**src/rtl/msw_pkg.sv**
```systemverilog
package msw_pkg;

    typedef struct packed {
        logic [1:0] dimm;
        logic [1:0] rank;
        logic [1:0] bank;
        logic [2:0] row;
        logic [1:0] col;
    } geom_code_t;

    localparam int CODE_W = $bits(geom_code_t);
    localparam int BANK_W = 4;
    localparam int RANK_W = 2;
    localparam int DIMM_W = 2;
    localparam logic [2:0] ROW_CODE_MAX = 3'd4;

    typedef enum logic {
        SW_IDLE = 1'b0,
        SW_RUN  = 1'b1
    } sweep_state_t;

    function automatic logic code_reserved(geom_code_t c);
        return (c.col == 2'b11) || (c.row > ROW_CODE_MAX) ||
               (c.bank == 2'b11) || (c.rank == 2'b11) || (c.dimm == 2'b11);
    endfunction

    function automatic logic [BANK_W-1:0] bank_last(logic [1:0] code);
        case (code)
            2'b00:   return 4'd3;
            2'b01:   return 4'd7;
            2'b10:   return 4'd15;
            default: return 4'd0;
        endcase
    endfunction

    function automatic logic [RANK_W-1:0] rank_last(logic [1:0] code);
        case (code)
            2'b00:   return 2'd0;
            2'b01:   return 2'd1;
            2'b10:   return 2'd3;
            default: return 2'd0;
        endcase
    endfunction

    function automatic logic [DIMM_W-1:0] dimm_last(logic [1:0] code);
        return (code == 2'b11) ? 2'd0 : code;
    endfunction

endpackage

```
**src/rtl/msw_geom_decode.sv**
```systemverilog
module msw_geom_decode
    import msw_pkg::*;
#(
    parameter int COL_BASE = 10,
    parameter int ROW_BASE = 12,
    parameter int COL_W    = COL_BASE + 2,
    parameter int ROW_W    = ROW_BASE + 4
) (
    input  geom_code_t         code,
    output logic [COL_W-1:0]   col_last,
    output logic [ROW_W-1:0]   row_last,
    output logic [BANK_W-1:0]  bank_lim,
    output logic [RANK_W-1:0]  rank_lim,
    output logic [DIMM_W-1:0]  dimm_lim,
    output logic               bad
);
    // A mask of n low ones is the last index of a power-of-two span.
    always_comb begin
        bad      = code_reserved(code);
        col_last = '0;
        row_last = '0;
        if (!bad) begin
            col_last = ~({COL_W{1'b1}} << (COL_BASE + int'(code.col)));
            row_last = ~({ROW_W{1'b1}} << (ROW_BASE + int'(code.row)));
        end
        bank_lim = bank_last(code.bank);
        rank_lim = rank_last(code.rank);
        dimm_lim = dimm_last(code.dimm);
    end
endmodule

```
**src/rtl/msw_wrap_counter.sv**
```systemverilog
module msw_wrap_counter #(
    parameter int W = 4
) (
    input  logic         clk,
    input  logic         rst,
    input  logic         clr,
    input  logic         inc,
    input  logic [W-1:0] last,
    output logic [W-1:0] val,
    output logic         at_last
);
    assign at_last = (val == last);

    always_ff @(posedge clk) begin
        if (rst || clr) begin
            val <= '0;
        end else if (inc) begin
            val <= at_last ? '0 : val + 1'b1;
        end
    end
endmodule

```
**src/rtl/msw_sweep_ctrl.sv**
```systemverilog
module msw_sweep_ctrl
    import msw_pkg::*;
(
    input  logic clk,
    input  logic rst,
    input  logic start,
    input  logic scrub_mode,
    input  logic bad,
    input  logic fire,
    input  logic at_end,
    output logic load,
    output logic running,
    output logic done,
    output logic cfg_err,
    output logic zero_fill
);
    sweep_state_t state_q;

    assign running = (state_q == SW_RUN);
    assign load    = (state_q == SW_IDLE) && start && !bad;

    always_ff @(posedge clk) begin
        if (rst) begin
            state_q   <= SW_IDLE;
            done      <= 1'b0;
            cfg_err   <= 1'b0;
            zero_fill <= 1'b1;
        end else begin
            done <= fire && at_end;
            case (state_q)
                SW_IDLE: begin
                    if (start) begin
                        cfg_err <= bad;
                        if (!bad) begin
                            zero_fill <= !scrub_mode;
                            state_q   <= SW_RUN;
                        end
                    end
                end
                SW_RUN: begin
                    if (fire && at_end && !(!zero_fill && scrub_mode)) begin
                        state_q <= SW_IDLE;
                    end
                end
                default: state_q <= SW_IDLE;
            endcase
        end
    end
endmodule

```
**src/rtl/mem_init_sweeper.sv**
```systemverilog
module mem_init_sweeper
    import msw_pkg::*;
#(
    parameter int COL_BASE_LOG2 = 10,
    parameter int ROW_BASE_LOG2 = 12,
    localparam int COL_W = COL_BASE_LOG2 + 2,
    localparam int ROW_W = ROW_BASE_LOG2 + 4
) (
    input  logic              clk,
    input  logic              rst,
    input  logic              start,
    input  logic              scrub_mode,
    input  logic [CODE_W-1:0] cfg,
    input  logic              req_ready,
    output logic              req_valid,
    output logic [DIMM_W-1:0] req_dimm,
    output logic [RANK_W-1:0] req_rank,
    output logic [BANK_W-1:0] req_bank,
    output logic [ROW_W-1:0]  req_row,
    output logic [COL_W-1:0]  req_col,
    output logic              req_zero,
    output logic              done,
    output logic              busy,
    output logic              cfg_err
);
    geom_code_t         code_in;
    logic [COL_W-1:0]   d_col;
    logic [ROW_W-1:0]   d_row;
    logic [BANK_W-1:0]  d_bank;
    logic [RANK_W-1:0]  d_rank;
    logic [DIMM_W-1:0]  d_dimm;
    logic               d_bad;

    logic [COL_W-1:0]   l_col;
    logic [ROW_W-1:0]   l_row;
    logic [BANK_W-1:0]  l_bank;
    logic [RANK_W-1:0]  l_rank;
    logic [DIMM_W-1:0]  l_dimm;

    logic load, running, fire, at_end;
    logic col_at, row_at, bank_at, rank_at, dimm_at;
    logic inc_row, inc_bank, inc_rank, inc_dimm;

    assign code_in = geom_code_t'(cfg);

    msw_geom_decode #(
        .COL_BASE (COL_BASE_LOG2),
        .ROW_BASE (ROW_BASE_LOG2),
        .COL_W    (COL_W),
        .ROW_W    (ROW_W)
    ) u_decode (
        .code     (code_in),
        .col_last (d_col),
        .row_last (d_row),
        .bank_lim (d_bank),
        .rank_lim (d_rank),
        .dimm_lim (d_dimm),
        .bad      (d_bad)
    );

    msw_sweep_ctrl u_ctrl (
        .clk        (clk),
        .rst        (rst),
        .start      (start),
        .scrub_mode (scrub_mode),
        .bad        (d_bad),
        .fire       (fire),
        .at_end     (at_end),
        .load       (load),
        .running    (running),
        .done       (done),
        .cfg_err    (cfg_err),
        .zero_fill  (req_zero)
    );

    // Limits are frozen at launch so the live word cannot disturb a pass.
    always_ff @(posedge clk) begin
        if (rst) begin
            l_col  <= '0;
            l_row  <= '0;
            l_bank <= '0;
            l_rank <= '0;
            l_dimm <= '0;
        end else if (load) begin
            l_col  <= d_col;
            l_row  <= d_row;
            l_bank <= d_bank;
            l_rank <= d_rank;
            l_dimm <= d_dimm;
        end
    end

    assign fire     = running && req_ready;
    assign inc_row  = fire && col_at;
    assign inc_bank = inc_row && row_at;
    assign inc_rank = inc_bank && bank_at;
    assign inc_dimm = inc_rank && rank_at;
    assign at_end   = col_at && row_at && bank_at && rank_at && dimm_at;

    msw_wrap_counter #(.W(COL_W)) u_cnt_col (
        .clk(clk), .rst(rst), .clr(load), .inc(fire),
        .last(l_col), .val(req_col), .at_last(col_at)
    );
    msw_wrap_counter #(.W(ROW_W)) u_cnt_row (
        .clk(clk), .rst(rst), .clr(load), .inc(inc_row),
        .last(l_row), .val(req_row), .at_last(row_at)
    );
    msw_wrap_counter #(.W(BANK_W)) u_cnt_bank (
        .clk(clk), .rst(rst), .clr(load), .inc(inc_bank),
        .last(l_bank), .val(req_bank), .at_last(bank_at)
    );
    msw_wrap_counter #(.W(RANK_W)) u_cnt_rank (
        .clk(clk), .rst(rst), .clr(load), .inc(inc_rank),
        .last(l_rank), .val(req_rank), .at_last(rank_at)
    );
    msw_wrap_counter #(.W(DIMM_W)) u_cnt_dimm (
        .clk(clk), .rst(rst), .clr(load), .inc(inc_dimm),
        .last(l_dimm), .val(req_dimm), .at_last(dimm_at)
    );

    assign req_valid = running;
    assign busy      = running;
endmodule

```
**config.mk**
```make
export PLATFORM = sky130hd
export DESIGN_NAME = mem_init_sweeper
export DESIGN_NICKNAME = d
export VERILOG_FILES = /design/src/rtl/msw_pkg.sv /design/src/rtl/msw_geom_decode.sv /design/src/rtl/msw_wrap_counter.sv /design/src/rtl/msw_sweep_ctrl.sv /design/src/rtl/mem_init_sweeper.sv
export SDC_FILE = /design/constraint.sdc
export NUM_CORES = 1
export LEC_CHECK = 0
export BUFFER_PORTS_ARGS = -buffer_cell sky130_fd_sc_hd__clkbuf_2
export CAP_MARGIN = 30
export CORE_MARGIN = 2
export CORE_UTILIZATION = 45
export CTS_CLUSTER_SIZE = 16
export DETAILED_ROUTE_END_ITERATION = 10
export PLACE_DENSITY = 0.67
export SETUP_SLACK_MARGIN = 0.3
export SYNTH_ARGS = -nofsm -noshare
export SYNTH_HDL_FRONTEND = slang
export SYNTH_SLANG_ARGS = --single-unit
```
**constraint.sdc**
```tcl
create_clock -name clk -period 2.48 [get_ports clk]
set_input_delay 0.124 -clock clk [delete_from_list [all_inputs] [get_ports clk]]
set_output_delay 0.124 -clock clk [all_outputs]
set_load 0.01 [all_outputs]
```
Word-level counts from Yosys, hierarchy flattened
Index checks and enable logic that the tools add are counted.
{ "op_classes": {"n_mux": 14, "addsub": 7, "n_reduce_logical": 26, "n_shift": 2, "n_lt_le_gt_ge": 1, "n_bitwise": 4, "n_eq_ne": 13} }
{ "op_table": {"columns": ["operator", "count"], "rows": [
  ["$mux 16", 2],
  ["$shl 12x32->12 const A", 1],
  ["$shl 16x32->16 const A", 1],
  ["$mux 12", 2],
  ["$add 16x1->16 const B", 1],
  ["$eq 16x16->1", 1],
  ["$not 16->16", 1],
  ["$logic_and 1x1->1", 14],
  ["$add 12x1->12 const B", 1],
  ["$eq 12x12->1", 1],
  ["$eq 2x2->1 const B", 6],
  ["$not 12->12", 1],
  ["$pmux 4 s3", 1],
  ["$mux 2", 3],
  ["$add 4x2->5 const A", 1],
  ["$add 4x3->5 const A", 1],
  ["$logic_or 1x1->1", 5],
  ["$add 2x1->2 const B", 2],
  ["$add 4x1->4 const B", 1],
  ["$eq 2x1->1 const B", 2],
  ["$eq 2x2->1", 2],
  ["$eq 4x4->1", 1],
  ["$logic_not 1->1", 4],
  ["$mux 4", 1],
  ["other kinds (8)", 11]
]} }
{ "totals": {"reg_bits": 76, "wordCells": 81} }

Logic depth before layout (Yosys ltp)
{ "logic_depth": {"depth_word": 9, "ltp_mapped": 7, "depth_no_buf": 6} }

Modules after synthesis
From an unflattened synthesis, not the netlist that was laid out.
{ "unflattened": {"hier_cells": 457, "area_unflattened_um2": 4179.0} }
{ "modules_own_cells": {"columns": ["module", "area_each_um2", "cells_each", "n_inst", "seq_area_each_um2"], "rows": [
  ["mem_init_sweeper", 1357.6, 126, 1, 720.7],
  ["msw_wrap_counter at u_cnt_row", 1034.7, 123, 1, 320.3],
  ["msw_wrap_counter at u_cnt_col", 715.7, 81, 1, 240.2],
  ["msw_geom_decode", 380.4, 54, 1, 0.0],
  ["msw_wrap_counter at u_cnt_bank", 276.5, 28, 1, 80.1],
  ["msw_wrap_counter at u_cnt_dimm ...", 126.4, 14, 2, 40.0],
  ["msw_sweep_ctrl", 161.4, 17, 1, 80.1]
]} }

Least setup slack after synthesis
No wires, ideal clock.
{ "synth_path": {"path_kind": "register -> register", "startpoint": "register u_cnt_col.val[3]", "endpoint": "register u_cnt_row.val[9]", "path_slack_ps": 290, "path_buffers": 1, "required_ps": 2414, "path_stages_with_launch": 7, "t_arrival_ps": 2124, "cell_sequence": "dfxtp_1 -> or4_4 -> nor4_4 -> o211ai_2 -> buf_6 -> or4_4 -> a21oi_2"} }
{ "synth_between": {"elab_chain_cells": 2} }
{ "synth_lines": {"columns": ["item", "line_no", "source"], "rows": [
  ["from (decl)", "msw_wrap_counter.sv:9", "output logic [W-1:0] val,"],
  ["from (signal assigned)", "msw_wrap_counter.sv:18", "val <= at_last ? '0 : val + 1'b1;"],
  ["$eq 12x12->1", "msw_wrap_counter.sv:12", "assign at_last = (val == last);"],
  ["$logic_and 1x1->1", "mem_init_sweeper.sv:94", "assign inc_row = fire && col_at;"],
  ["to (signal assigned)", "msw_wrap_counter.sv:18", null],
  ["to (decl)", "msw_wrap_counter.sv:9", null]
]} }
No other way between the ends.
A chain may end at the register's enable or synchronous reset.

Worst setup path after layout
{ "layout_path": {"startpoint": "register u_cnt_row.val[11]", "endpoint": "register u_cnt_row.val[7]"} }
{ "layout_between": {"elab_chain_cells": 2} }
{ "layout_lines": {"columns": ["item", "line_no"], "rows": [
  ["$eq 16x16->1", "msw_wrap_counter.sv:12"],
  ["$mux 16", "msw_wrap_counter.sv:18"]
]} }
No other way between the ends.

==> results.json <==
{
  "status": "finished, final reports clean",
  "clock_latency_ps": 330,
  "rsz0062_at_grt": "yes",
  "rrSetupSlack_ps": 320,
  "syn-cell-area_um2": 3040,
  "hold_viol": 0,
  "end_kind": "flip-flop",
  "die_x_um": 86.3,
  "vias": 2987,
  "timing.slew.headroom_pct": 54.6,
  "drtAntennaViolNets": 0,
  "fp.dieH_um": 86.3,
  "area_growth_pct": 31.6,
  "fin_skew_ps": 11.4,
  "final_nets": 478,
  "drt_iter0_drc": 117,
  "clockBufferDepth": 2,
  "fin_cells": 535,
  "synth-main-ff-cell": "dfxtp_1",
  "clk_pin_slew_ps": 70,
  "start_util_pct": 47.1,
  "drc": 0,
  "overflow": 0,
  "coreArea_um2": 6460,
  "synth_cells": 359,
  "htreeDepth": 3,
  "final_common_cell": "clkbuf_2",
  "wl_mm": 8.23,
  "fmax_mhz": 463,
  "rows": 29,
  "fill_cells": 570,
  "grt_max_degree": 26,
  "synth_warnings": 0,
  "tightest_slew_ps": 679,
  "drive_gt1_share_pct": 32.1,
  "worstPathMaxFanout": 16,
  "boundaryPins": 57,
  "required_ps": 2710,
  "syn_area_per_cell_um2": 8.48,
  "synth_nets": 383,
  "ys_ff_latch": 61,
  "setup_tns_ps": 0,
  "final_cell_mix": "clkbuf_2, dfxtp_1, nor2_1",
  "maxCapViolCount": 0,
  "gp_congestion": 0.853,
  "setup.worst_path.start_class": "flip-flop",
  "grtUsageTotal_pct": 22.9,
  "timing.final.crit_share_pct": 87.1,
  "hold_class": "input pin to flip-flop",
  "vias_per_cell": 5.58,
  "p_per_area_nw_per_um2": 536,
  "hpwl_mm": 5.59,
  "crit_arrival_ps": 2390,
  "dieArea_um2": 7440,
  "placement.io_buffers": 56,
  "firstDrtPassIters": 4,
  "synth_cell_types": 54,
  "worstSetupPathType": "flip-flop to flip-flop",
  "synth_edf_count": 0,
  "period_needed_ps": 2160,
  "p_leak_nw": 1.72,
  "cts_buffers": 9,
  "async_flop_share_pct": 0,
  "ctsHoldBuffers": 0,
  "vdd_drop_max_v": 0.000346,
  "n_antenna_cell": 0,
  "finalSetupViolCount": 0,
  "antenna_found_initial": 0,
  "finalMaxSlewViolations": 0,
  "grt_pass1_vias": 2845,
  "clock-sinks": 61,
  "wire_per_inst_um": 15.4,
  "cts-root-buf": "clkbuf_8",
  "ys_seq_area_share_pct": 40.1,
  "grt_pass1_wl_mm": 13.6,
  "p_total_w": 0.00215,
  "cts_tree": "done",
  "placed_cells": 500
}
[worst paths after layout]
check                    start          endpoint  depth (start not counted)
max          u_cnt_row.val[11]  u_cnt_row.val[7]                          7
min                     cfg[1]         l_col[11]                          3
max reg2reg  u_cnt_row.val[11]  u_cnt_row.val[7]                          7
min reg2reg          l_dimm[0]         l_dimm[0]                          2
[cells by family (layout without fill, tap and decap cells)]
group	Yosys count	after routing	share of synthesized area (%)
AND/OR/NAND/NOR	160	160	27.5
buffers and inverters	24	123	3.62
adder cells (fa/ha/maj)	8	8	3.29
flip-flops	61	61	40.1
XOR/XNOR	32	32	9.21
AO/OA/AOI/OAI	73	73	16.0
multiplexers	1	1	0.329
[what timing repair did]
item / CTS / global route
hold endpoints to repair: 0 / 0
setup buffers: 15 / 5
gates resized for setup: 25 / 8
pin swaps: 13 / 8
endpoints found under the setup margin: 10 / 22
[flip-flops by register name, indices dropped and copies added, names as in the netlist]
name              cells
l_row                11
u_ctrl.cfg_err        1
u_ctrl.zero_fill      1
u_ctrl.done           1
u_cnt_bank.val        4
u_ctrl.running        1
l_bank                3
u_cnt_rank.val        2
l_rank                2
u_cnt_row.val        16
l_dimm                2
u_cnt_col.val        12
l_col                 3
u_cnt_dimm.val        2
[final cells by class]
class / count / area, µm² / area share (%)
timing repair buffer: 99 / 627 / 15.6
sequential: 61 / 1230 / 30.7
tap: 77 / 96.3 / 2.40
inverter: 9 / 33.8 / 0.843
clock inverter: 2 / 35.0 / 0.874
clock buffer: 13 / 139 / 3.47
multi-input combinational: 274 / 1850 / 46.1
[per-stage QoR]
step / hold slack (ps) / util (%) / setup slack [ps] / instance area, µm²
floorplan: 260 / - / 290 / 3040
global placement: 379 / 54.6 / 251 / 3530
detailed placement: 389 / 54.6 / 216 / 3530
CTS: 30.8 / 61.0 / 284 / 3940
global route: 35.2 / 62.0 / 224 / 4010
finish: 40.9 / 62.0 / 320 / 4010
[metal layers]
metal | routed length, µm | up-vias | global-route usage [%]
met1 | 3680 | 1399 | 29.5
met5 | 0 | - | 0
met2 | 4040 | 99 | 38.5
met4 | 86 | 0 | 5.11
li1 | - | 1478 | -
met3 | 418 | 11 | 6.19
[report_power, final]
group          switching (W)  leakage (nW)  internal (W)
registers          0.0000187         0.497       0.00100
logic               0.000168          1.13      0.000127
clock network       0.000376        0.0875      0.000459
[cell usage after synthesis, drive strengths merged (2+ instances only)]
master   instances  area [µm²]
nand3b           3        22.5
o211ai           2        20.0
a31oi            2        12.5
o22ai            3        18.8
nor2            48         180
nand3           16        80.1
and3             3        18.8
nor3             7        40.0
and4             4        35.0
buf              5        38.8
o31ai            4        35.0
ha               8         100
o2111ai          3        38.8
o21ai           14        70.1
a22oi            2        20.0
nand2           35         131
a21oi           28         144
xor2            26         228
or3             14        87.6
xnor2            6        52.6
nor4             7        71.3
clkbuf          10        37.5
o211a            2        20.0
or4              8        71.3
nand4           10        62.6
a211oi           6        45.0
dfxtp           61        1220
inv              9        33.8
[worst max-delay path, stage by stage (launching register included)]
cell,delay [ps]
dfxtp_2,320
or4_4,530
a22oi_2,230
o2111ai_4,210
buf_4,200
o31ai_4,240
buf_12,180
o21ba_1,150
Note: power is estimated with default switching activity, not from simulation.
